==> src/rtl/msi_pkg.sv <==
package msi_pkg;
  localparam logic [11:0] MSI_WINDOW = 12'hFEE;

  typedef enum logic [1:0] {
    IDX_CTRL    = 2'd0,
    IDX_ADDR_LO = 2'd1,
    IDX_ADDR_HI = 2'd2,
    IDX_DATA    = 2'd3
  } reg_idx_e;

  // Keep a granted count legal: reserved codes or codes above the capability fall back to it
  function automatic logic [2:0] clamp_grant(input logic [2:0] req, input logic [2:0] cap);
    if (req > cap || req > 3'd5) return cap;
    return req;
  endfunction

  // Substitute the low 'code' bits of the vector with the source number
  function automatic logic [7:0] merge_vector(input logic [7:0] vec, input logic [2:0] code,
                                              input logic [7:0] src);
    logic [7:0] mask;
    mask = (8'd1 << code) - 8'd1;
    return (vec & ~mask) | (src & mask);
  endfunction
endpackage

==> src/rtl/msi_cap_regs.sv <==
module msi_cap_regs
  import msi_pkg::*;
#(
  parameter logic [2:0] CAP_CODE = 3'd2,
  parameter bit         ADDR64   = 1'b1
) (
  input  logic        clk,
  input  logic        rst_n,
  input  logic        wr,
  input  logic [1:0]  idx,
  input  logic [31:0] wdata,
  output logic [31:0] rdata,
  output logic        msi_en,
  output logic [2:0]  grant_code,
  output logic [63:0] dest_addr,
  output logic [31:0] base_data
);
  logic       en_q, en_d;
  logic [2:0] grant_q, grant_d;
  logic [7:0] dest_q, dest_d;
  logic       hint_q, hint_d, dmode_q, dmode_d;
  logic [7:0] vec_q, vec_d;
  logic [2:0] dlv_q, dlv_d;
  logic       lvl_q, lvl_d, tmode_q, tmode_d;

  logic [15:0] ctrl_word;
  logic [31:0] addr_lo_word, data_word;

  assign ctrl_word    = {8'h00, ADDR64, grant_q, CAP_CODE, en_q};
  assign addr_lo_word = {MSI_WINDOW, dest_q, 8'h00, hint_q, dmode_q, 2'b00};
  assign data_word    = {16'h0000, tmode_q, lvl_q, 3'b000, dlv_q, vec_q};

  always_comb begin
    en_d = en_q; grant_d = grant_q;
    dest_d = dest_q; hint_d = hint_q; dmode_d = dmode_q;
    vec_d = vec_q; dlv_d = dlv_q; lvl_d = lvl_q; tmode_d = tmode_q;
    if (wr) begin
      unique case (reg_idx_e'(idx))
        IDX_CTRL: begin
          en_d    = wdata[0];
          grant_d = clamp_grant(wdata[6:4], CAP_CODE);
        end
        IDX_ADDR_LO: begin
          dest_d  = wdata[19:12];
          hint_d  = wdata[3];
          dmode_d = wdata[2];
        end
        IDX_DATA: begin
          vec_d   = wdata[7:0];
          dlv_d   = wdata[10:8];
          lvl_d   = wdata[14];
          tmode_d = wdata[15];
        end
        default: ;
      endcase
    end
  end

  always_ff @(posedge clk or negedge rst_n) begin
    if (!rst_n) begin
      en_q <= 1'b0; grant_q <= 3'd0;
      dest_q <= 8'h00; hint_q <= 1'b0; dmode_q <= 1'b0;
      vec_q <= 8'h00; dlv_q <= 3'd0; lvl_q <= 1'b0; tmode_q <= 1'b0;
    end else if (wr) begin
      en_q <= en_d; grant_q <= grant_d;
      dest_q <= dest_d; hint_q <= hint_d; dmode_q <= dmode_d;
      vec_q <= vec_d; dlv_q <= dlv_d; lvl_q <= lvl_d; tmode_q <= tmode_d;
    end
  end

  always_comb begin
    unique case (reg_idx_e'(idx))
      IDX_CTRL:    rdata = {16'h0000, ctrl_word};
      IDX_ADDR_LO: rdata = addr_lo_word;
      IDX_ADDR_HI: rdata = 32'h0000_0000;
      default:     rdata = data_word;
    endcase
  end

  assign msi_en     = en_q;
  assign grant_code = grant_q;
  assign dest_addr  = {32'h0000_0000, addr_lo_word};
  assign base_data  = data_word;

  p_grant_legal_r2: assert property (@(posedge clk) disable iff (!rst_n)
    (grant_q <= CAP_CODE) && (grant_q <= 3'd5));
  p_clamp_r2: assert property (@(posedge clk) disable iff (!rst_n)
    (wr && idx == 2'd0 && (wdata[6:4] > CAP_CODE || wdata[6:4] > 3'd5)) |=> (grant_code == CAP_CODE));
endmodule

==> src/rtl/msi_pend_arb.sv <==
module msi_pend_arb #(
  parameter int NUM_SRC = 4,
  parameter int SRC_W   = 2
) (
  input  logic               clk,
  input  logic               rst_n,
  input  logic [NUM_SRC-1:0] irq,
  input  logic               msi_en,
  input  logic               busy,
  input  logic               done,
  input  logic [SRC_W-1:0]   done_src,
  output logic               launch,
  output logic [SRC_W-1:0]   sel
);
  logic [NUM_SRC-1:0] irq_q, pend_q, pend_d, rise, clr;

  assign rise = irq & ~irq_q;

  always_comb begin
    clr = '0;
    if (done) clr[done_src] = 1'b1;
    // a fresh edge in the clearing cycle wins so it is not lost
    pend_d = (pend_q & ~clr) | rise;
  end

  always_comb begin
    sel = '0;
    for (int i = NUM_SRC - 1; i >= 0; i--)
      if (pend_q[i]) sel = SRC_W'(i);
  end

  assign launch = msi_en && !busy && (|pend_q);

  always_ff @(posedge clk or negedge rst_n) begin
    if (!rst_n) begin
      irq_q  <= '0;
      pend_q <= '0;
    end else begin
      irq_q  <= irq;
      pend_q <= pend_d;
    end
  end

  p_launch_pending_r8: assert property (@(posedge clk) disable iff (!rst_n)
    launch |-> pend_q[sel]);
  p_clear_on_accept_r9: assert property (@(posedge clk) disable iff (!rst_n)
    (done && !rise[done_src]) |=> !pend_q[$past(done_src)]);
endmodule

==> src/rtl/msi_tx.sv <==
module msi_tx
  import msi_pkg::*;
#(
  parameter int SRC_W = 2
) (
  input  logic             clk,
  input  logic             rst_n,
  input  logic             launch,
  input  logic [SRC_W-1:0] sel,
  input  logic             msi_en,
  input  logic [2:0]       grant_code,
  input  logic [63:0]      dest_addr,
  input  logic [31:0]      base_data,
  input  logic             ready,
  output logic             valid,
  output logic [63:0]      addr,
  output logic [31:0]      data,
  output logic [SRC_W-1:0] src
);
  logic             valid_q, valid_d;
  logic [63:0]      addr_q;
  logic [31:0]      data_q, data_d;
  logic [SRC_W-1:0] src_q;

  always_comb begin
    valid_d = valid_q;
    if (valid_q && ready) valid_d = 1'b0;
    if (launch)           valid_d = 1'b1;
    data_d = {base_data[31:8], merge_vector(base_data[7:0], grant_code, 8'(sel))};
  end

  always_ff @(posedge clk or negedge rst_n) begin
    if (!rst_n) begin
      valid_q <= 1'b0;
      addr_q  <= '0;
      data_q  <= '0;
      src_q   <= '0;
    end else begin
      valid_q <= valid_d;
      if (launch) begin
        addr_q <= dest_addr;
        data_q <= data_d;
        src_q  <= sel;
      end
    end
  end

  assign valid = valid_q;
  assign addr  = addr_q;
  assign data  = data_q;
  assign src   = src_q;

  p_no_send_disabled_r6: assert property (@(posedge clk) disable iff (!rst_n)
    $rose(valid) |-> $past(msi_en));
  p_hold_stall_r10: assert property (@(posedge clk) disable iff (!rst_n)
    (valid && !ready) |=> (valid && $stable(addr) && $stable(data)));
  p_addr_window_r10: assert property (@(posedge clk) disable iff (!rst_n)
    valid |-> (addr[63:32] == 32'h0 && addr[31:20] == MSI_WINDOW && addr[1:0] == 2'b00));
endmodule

==> src/rtl/msi_msg_gen.sv <==
module msi_msg_gen #(
  parameter int         NUM_SRC  = 4,
  parameter logic [2:0] CAP_CODE = 3'd2,
  parameter bit         ADDR64   = 1'b1
) (
  input  logic               clk,
  input  logic               rst_n,
  input  logic               reg_wr,
  input  logic [1:0]         reg_idx,
  input  logic [31:0]        reg_wdata,
  output logic [31:0]        reg_rdata,
  input  logic [NUM_SRC-1:0] irq_req,
  output logic               msg_valid,
  input  logic               msg_ready,
  output logic [63:0]        msg_addr,
  output logic [31:0]        msg_data
);
  localparam int SRC_W = (NUM_SRC > 1) ? $clog2(NUM_SRC) : 1;

  logic             msi_en, launch;
  logic [2:0]       grant_code;
  logic [63:0]      dest_addr;
  logic [31:0]      base_data;
  logic [SRC_W-1:0] sel, cur_src;

  msi_cap_regs #(.CAP_CODE(CAP_CODE), .ADDR64(ADDR64)) u_regs (
    .clk(clk), .rst_n(rst_n), .wr(reg_wr), .idx(reg_idx), .wdata(reg_wdata),
    .rdata(reg_rdata), .msi_en(msi_en), .grant_code(grant_code),
    .dest_addr(dest_addr), .base_data(base_data)
  );

  msi_pend_arb #(.NUM_SRC(NUM_SRC), .SRC_W(SRC_W)) u_arb (
    .clk(clk), .rst_n(rst_n), .irq(irq_req), .msi_en(msi_en), .busy(msg_valid),
    .done(msg_valid && msg_ready), .done_src(cur_src), .launch(launch), .sel(sel)
  );

  msi_tx #(.SRC_W(SRC_W)) u_tx (
    .clk(clk), .rst_n(rst_n), .launch(launch), .sel(sel), .msi_en(msi_en),
    .grant_code(grant_code), .dest_addr(dest_addr), .base_data(base_data),
    .ready(msg_ready), .valid(msg_valid), .addr(msg_addr), .data(msg_data), .src(cur_src)
  );

  p_single_outstanding_r8: assert property (@(posedge clk) disable iff (!rst_n)
    (msg_valid && !msg_ready) |=> msg_valid);
endmodule

==> config.mk <==
export PLATFORM = sky130hd
export DESIGN_NAME = msi_msg_gen
export DESIGN_NICKNAME = d
export VERILOG_FILES = /design/src/rtl/msi_pkg.sv /design/src/rtl/msi_cap_regs.sv /design/src/rtl/msi_pend_arb.sv /design/src/rtl/msi_tx.sv /design/src/rtl/msi_msg_gen.sv
export SDC_FILE = /design/constraint.sdc
export NUM_CORES = 1
export LEC_CHECK = 0
export BUFFER_PORTS_ARGS = -buffer_cell sky130_fd_sc_hd__clkbuf_2
export CORE_UTILIZATION = 42
export DETAILED_ROUTE_END_ITERATION = 8
export PLACE_DENSITY = 0.67
export SYNTH_ARGS = -nofsm -noshare
export SYNTH_HDL_FRONTEND = slang
export SYNTH_HIERARCHICAL = 1
export SYNTH_SLANG_ARGS = --single-unit
==> constraint.sdc <==
create_clock -name clk -period 1.8 [get_ports clk]
set_input_delay 0.09 -clock clk [delete_from_list [all_inputs] [get_ports clk]]
set_output_delay 0.09 -clock clk [all_outputs]
set_load 0.01 [all_outputs]
* Yosys cells after proc, flatten, opt, wreduce, memory -nomap -nowiden
Cells that the tools add are included. Widths: inputs -> output; s select.
Storage, ports and cells: register bits after elaboration 62, input bits 42, output and inout port bits 129, logic and storage cells 60
Operators by class: add/sub/neg operators 1, magnitude comparators 4, equality and inequality tests 3, shift operators 1, multiplexer cells 15, bitwise operators 9, reduce and logical (&&, ||, !) cells 12
Operators with widths (count):
- $pmux 32 s3 | 1
- $and 2x8->8 | 1
- $and 4x4->4 | 2
- $and 8x8->8 | 1
- $mux 2 | 4
- $not 4->4 | 2
- $not 8->8 | 1
- $or 8x8->8 | 1
- $shl 1x3->8 const A | 1
- $sub 8x1->8 const B | 1
- $mux 1 | 6
- $mux 3 | 2
- $reduce_and 2->1 | 3
- $eq 2x2->1 const B | 2
- $logic_and 1x1->1 | 4
- $mux 4 | 1
- $or 4x4->4 | 1
- $reduce_or 4->1 | 1
- $gt 3x2->1 const B | 1
- $gt 3x3->1 const B | 1
- $lt 2x3->1 const B | 1
- $demux 1 s2 | 1
- $eq 2x1->1 const B | 1
- $ge 2x1->1 const B | 1
- 4 further kinds | 4

* Longest topological paths before layout
depth in word-level cells 8, depth in mapped cells 7, gate-level depth less buffers 4

* By module
Netlist, hierarchy kept.
Modules (own cells, without submodules):
- msi_tx | times used 1, cells an instance 226, area an instance 3759.9 sq um, sequential area each 2477.4 sq um
- msi_cap_regs | times used 1, cells an instance 183, area an instance 1945.6 sq um, sequential area each 675.6 sq um
- msi_pend_arb | times used 1, cells an instance 28, area an instance 320.3 sq um, sequential area each 200.2 sq um
- msi_msg_gen | times used 1, cells an instance 1, area an instance 6.3 sq um, sequential area each 0.0 sq um

* Least setup slack after synthesis
Ideal clock, no wire load.
kind register -> register, start point register u_tx.valid_q (netlist: u_tx/valid), end point register u_tx.addr_q[2] (netlist: u_tx/addr[2]), library setup time 125 ps, arrival time 1414 ps, data required time 1675 ps, slack 261 ps, stages on the path, launching flop included 6, buffers on the path 3, clock period less this slack 1539 ps, cells stage by stage dfrtp_1 -> a311oi_2 -> buf_2 -> buf_6 -> buf_6 -> mux2_2
On the way: longest elaborated chain between the ends 3
Ends and longest elaborated chain:
- from (decl) | line msi_tx.sv:20 | logic valid_q, valid_d;
- from (signal assigned) | line msi_tx.sv:39 | valid_q <= valid_d;
- $logic_not 1->1 | line msi_pend_arb.sv:32 | assign launch = msi_en && !busy && (|pend_q);
- $logic_and 1x1->1 (2 in a row) | line msi_pend_arb.sv:32
- named net launch | line msi_msg_gen.sv:20 | logic msi_en, launch;
- to (signal assigned) | line msi_tx.sv:41 | addr_q <= dest_addr;
- to (decl) | line msi_tx.sv:21 | logic [63:0] addr_q;
The timed path passes the listed nets, and every way through them passes these cells. A chain may end at the register's enable or synchronous reset.

* Worst setup path after layout
start point register u_arb.pend_q[0], end point register u_tx.data_q[7] (netlist: u_tx/data[7])
On the way: longest elaborated chain between the ends 2
Ends and longest elaborated chain:
- from (decl) | line msi_pend_arb.sv:15 | logic [NUM_SRC-1:0] irq_q, pend_q, pend_d, rise, clr;
- from (signal assigned) | line msi_pend_arb.sv:40 | pend_q <= pend_d;
- $reduce_or 4->1 | line msi_pend_arb.sv:32
- $logic_and 1x1->1 | line msi_pend_arb.sv:32
- named net launch | line msi_msg_gen.sv:20
- to (signal assigned) | line msi_tx.sv:42 | data_q <= data_d;
- to (decl) | line msi_tx.sv:22 | logic [31:0] data_q, data_d;
The timed path passes the listed nets, and every way through them passes these cells.

==> results.json <==
{
  "tightest_slew_ps": 567,
  "fillers": 1217,
  "dpl.cell_count": 746,
  "clock_latency_ps": 410,
  "synth_top_cell_by_area": "dfrtp_1",
  "worstSetupPathType": "reg2reg",
  "wirelength_um": 11200,
  "finalHoldWorstSlack_ps": 127,
  "ant_nets": 0,
  "drive_gt1_frac": 0.502,
  "seqPwrFrac": 0.394,
  "synthToLayoutAreaGrowth_pct": 25.2,
  "irDropWorstVdd_mv": 0.993,
  "portBuffers": 154,
  "yosysSeqAreaShare": 0.556,
  "cts.sinks": 134,
  "synthDistinctLibCells": 38,
  "fin_tns_setup_ps": 0,
  "critPathLaunchType": "flop",
  "dp_slack_ps": 70.6,
  "final_cells": 806,
  "path_clk_slew_ps": 50,
  "p_per_area_nw_per_um2": 1670,
  "p_leak_uw": 0.00373,
  "synth_area_leaders": "dfrtp_1 (56%), mux2_2 (19%), buf_4 (11%)",
  "critPathMaxFanout": 27,
  "hp-class": "in2reg",
  "comb_power_share": 0.313,
  "num-nets-final": 655,
  "max_cap_viol_count": 0,
  "first_iter_violations": 116,
  "dp_hpwl_um": 7500,
  "cp-end-kind": "flop",
  "synth_top_area_share": 0.556,
  "gr-total-overflow": 0,
  "syn-cell-area_um2": 6030,
  "htreeDepth": 4,
  "worstPathRequired_ps": 2090,
  "synth_edf_count": 0,
  "post-route-worst-setup-slack_ps": 69.3,
  "fp.dieH_um": 122,
  "place_congestion": 0.708,
  "core_um2": 13900,
  "cts_tree": "yes",
  "finalSetupViolations": 0,
  "io_pins": 171,
  "dr_total_vias": 3565,
  "first_pass_iters": 4,
  "cts_made_buffers": 17,
  "avgSynthCellArea_um2": 13.8,
  "p_int_uw": 8870,
  "yosys_warnings": 6,
  "cp.arrival_ps": 2020,
  "dieArea_um2": 14800,
  "switchingPower_uw": 3730,
  "period_needed_ps": 1730,
  "path_cells": "inv_1, a311oi_4, buf_4, buf_6, mux2_2",
  "wl_per_cell_um": 13.8,
  "max_slew_margin": 0.621,
  "placed_area_um2": 6620,
  "syn_inst": 438,
  "grt_use_total": 0.161,
  "diodes": 0,
  "initial_core_util": 0.433,
  "grt_max_degree": 56,
  "drc_errors": 0,
  "root_buffer": "clkbuf_16",
  "worst_path_dominant_cell_family": "buffers and inverters",
  "power.clock.fraction": 0.292,
  "slowest_delay_ps": 380,
  "async_flop_share": 1.00,
  "path_buf_inv": 3,
  "status": "finished, final reports clean",
  "clock.fmax_mhz": 578,
  "p_sw_frac": 0.296,
  "cp_slowest_cell": "mux2_2",
  "die_x_um": 122,
  "ys_ff_latch": 134,
  "hold_violations": 0,
  "row_count": 43,
  "design_area_um2": 7550,
  "grt_pass1_vias": 3690,
  "post_drt_via_cell_ratio": 4.42,
  "clock_path_buffers": 2,
  "skew_ps": 4.76,
  "fin_crit_sh": 0.962,
  "synth_top_flop_cell": "dfrtp_1",
  "grt_pass1_wl_um": 18000,
  "drv_slew": 0,
  "antenna_found_initial": 0
}
path summary, 6_finish.rpt:
kind | from | cells after the start | to | slack, ps
setup reg to reg | u_arb/pend_q[0]$_DFF_PN0_ | 5 | u_tx/data[7]$_DFFE_PN0P_ | 70
min in group asynchronous | rst_n | 2 | u_tx/addr[12]$_DFFE_PN0P_ | 190
hold reg to reg | u_arb/irq_q[1]$_DFF_PN0_ | 1 | u_arb/pend_q[1]$_DFF_PN0_ | 430
max in group asynchronous | rst_n | 3 | u_tx/data[23]$_DFFE_PN0P_ | 1010
hold / removal | reg_wr | 3 | u_regs/grant_code[2]$_DFFE_PN0P_ | 130
setup / recovery | u_arb/pend_q[0]$_DFF_PN0_ | 5 | u_tx/data[7]$_DFFE_PN0P_ | 70
logic make-up after synthesis:
logic type             after synthesis  synth area share
flip-flops                         134             0.556
multiplexers                       121             0.231
buffers and inverters              117             0.139
AND/OR/NAND/NOR                     41            0.0429
AO/OA/AOI/OAI                       23            0.0301
other                                2           0.00125
registers in the layout (all words and copies together) (netlist names):
signal / count
u_arb/irq_q: 4
u_arb/pend_q: 4
u_regs/dest_q: 8
u_regs/dlv_q: 3
u_regs/dmode_q: 1
u_regs/grant_code: 3
u_regs/hint_q: 1
u_regs/lvl_q: 1
u_regs/msi_en: 1
u_regs/tmode_q: 1
u_regs/vec_q: 8
u_tx/addr: 64
u_tx/data: 32
u_tx/src: 2
u_tx/valid: 1
power groups by stage:
stage	clock network, µW	logic [µW]	registers [µW]
6_report	3680	3950	4970
5_1_grt	3930	4320	5160
4_1_cts	3790	3980	5000
3_5_place_dp	0	3930	5040
3_3_place_gp	0	3830	4930
2_1_floorplan	0	1950	5460
cell usage in the layout, fill, tap and decap left out, types with 3 or more instances in the layout:
cell type      count
mux2_4            10
mux2_1             3
clkbuf_2         153
conb_1            76
clkbuf_8           5
and2_1             8
and3_1             4
mux2_2           104
a31o_2             3
clkinv_2           3
nor2b_1            9
buf_4              4
a22o_1             6
buf_12             3
bufinv_16          4
nor2_1             5
clkbuf_16         18
dfrtp_1          134
inv_1             11
mux2i_1            4
dlygate4sd3_1     25
worst register-to-register path: stages, from the launching register on:
cell and delay, ps:
dfrtp_1 360, inv_1 90, a311oi_4 310, buf_4 180
buf_6 290, mux2_2 380
metal layers:
layer / track usage / part of all wire
met5: 0 / 0
met4: 0.0664 / 0.016
met3: 0.0524 / 0.048
met2: 0.267 / 0.52
met1: 0.191 / 0.42
through the flow:
step                power [µW]   util
CTS                      12800  0.540
global placement          8760  0.475
floorplan                 7410      -
global route             13400  0.542
finish                   12600  0.542
detailed placement        8970  0.475
cells in the mapped netlist (2+ instances only):
| cell type | count |
|---|---|
| conb_1 | 2 |
| nand3_1 | 2 |
| mux2_1 | 3 |
| inv_1 | 11 |
| mux2i_1 | 4 |
| buf_6 | 7 |
| and2_1 | 8 |
| nor2b_1 | 9 |
| a31o_2 | 3 |
| nor3b_1 | 2 |
| and3_1 | 4 |
| buf_4 | 89 |
| o22ai_1 | 2 |
| mux2_2 | 104 |
| nand2_1 | 2 |
| clkbuf_1 | 2 |
| nand3b_1 | 2 |
| nor2_1 | 5 |
| a22o_1 | 6 |
| a31oi_1 | 2 |
| a21o_1 | 2 |
| dfrtp_1 | 134 |
| o21ai_0 | 2 |
| mux2_4 | 10 |
| buf_2 | 8 |
final cells by class:
type,instances,area (µm²),area share
multi-input combinational,261,2130,0.282
timing repair buffer,188,1150,0.153
tap,180,225,0.0298
inverter,11,41.3,0.00547
clock inverter,8,143,0.0189
sequential,134,3350,0.444
clock buffer,24,502,0.0665
timing repair:
item	4_1_cts	5_1_grt
setup buffers	0	2
gates resized for setup	0	1
endpoints found under the setup margin	0	9
hold endpoints to repair	75	0
hold buffers	25	0
Note: power is estimated with default switching activity, not from simulation.
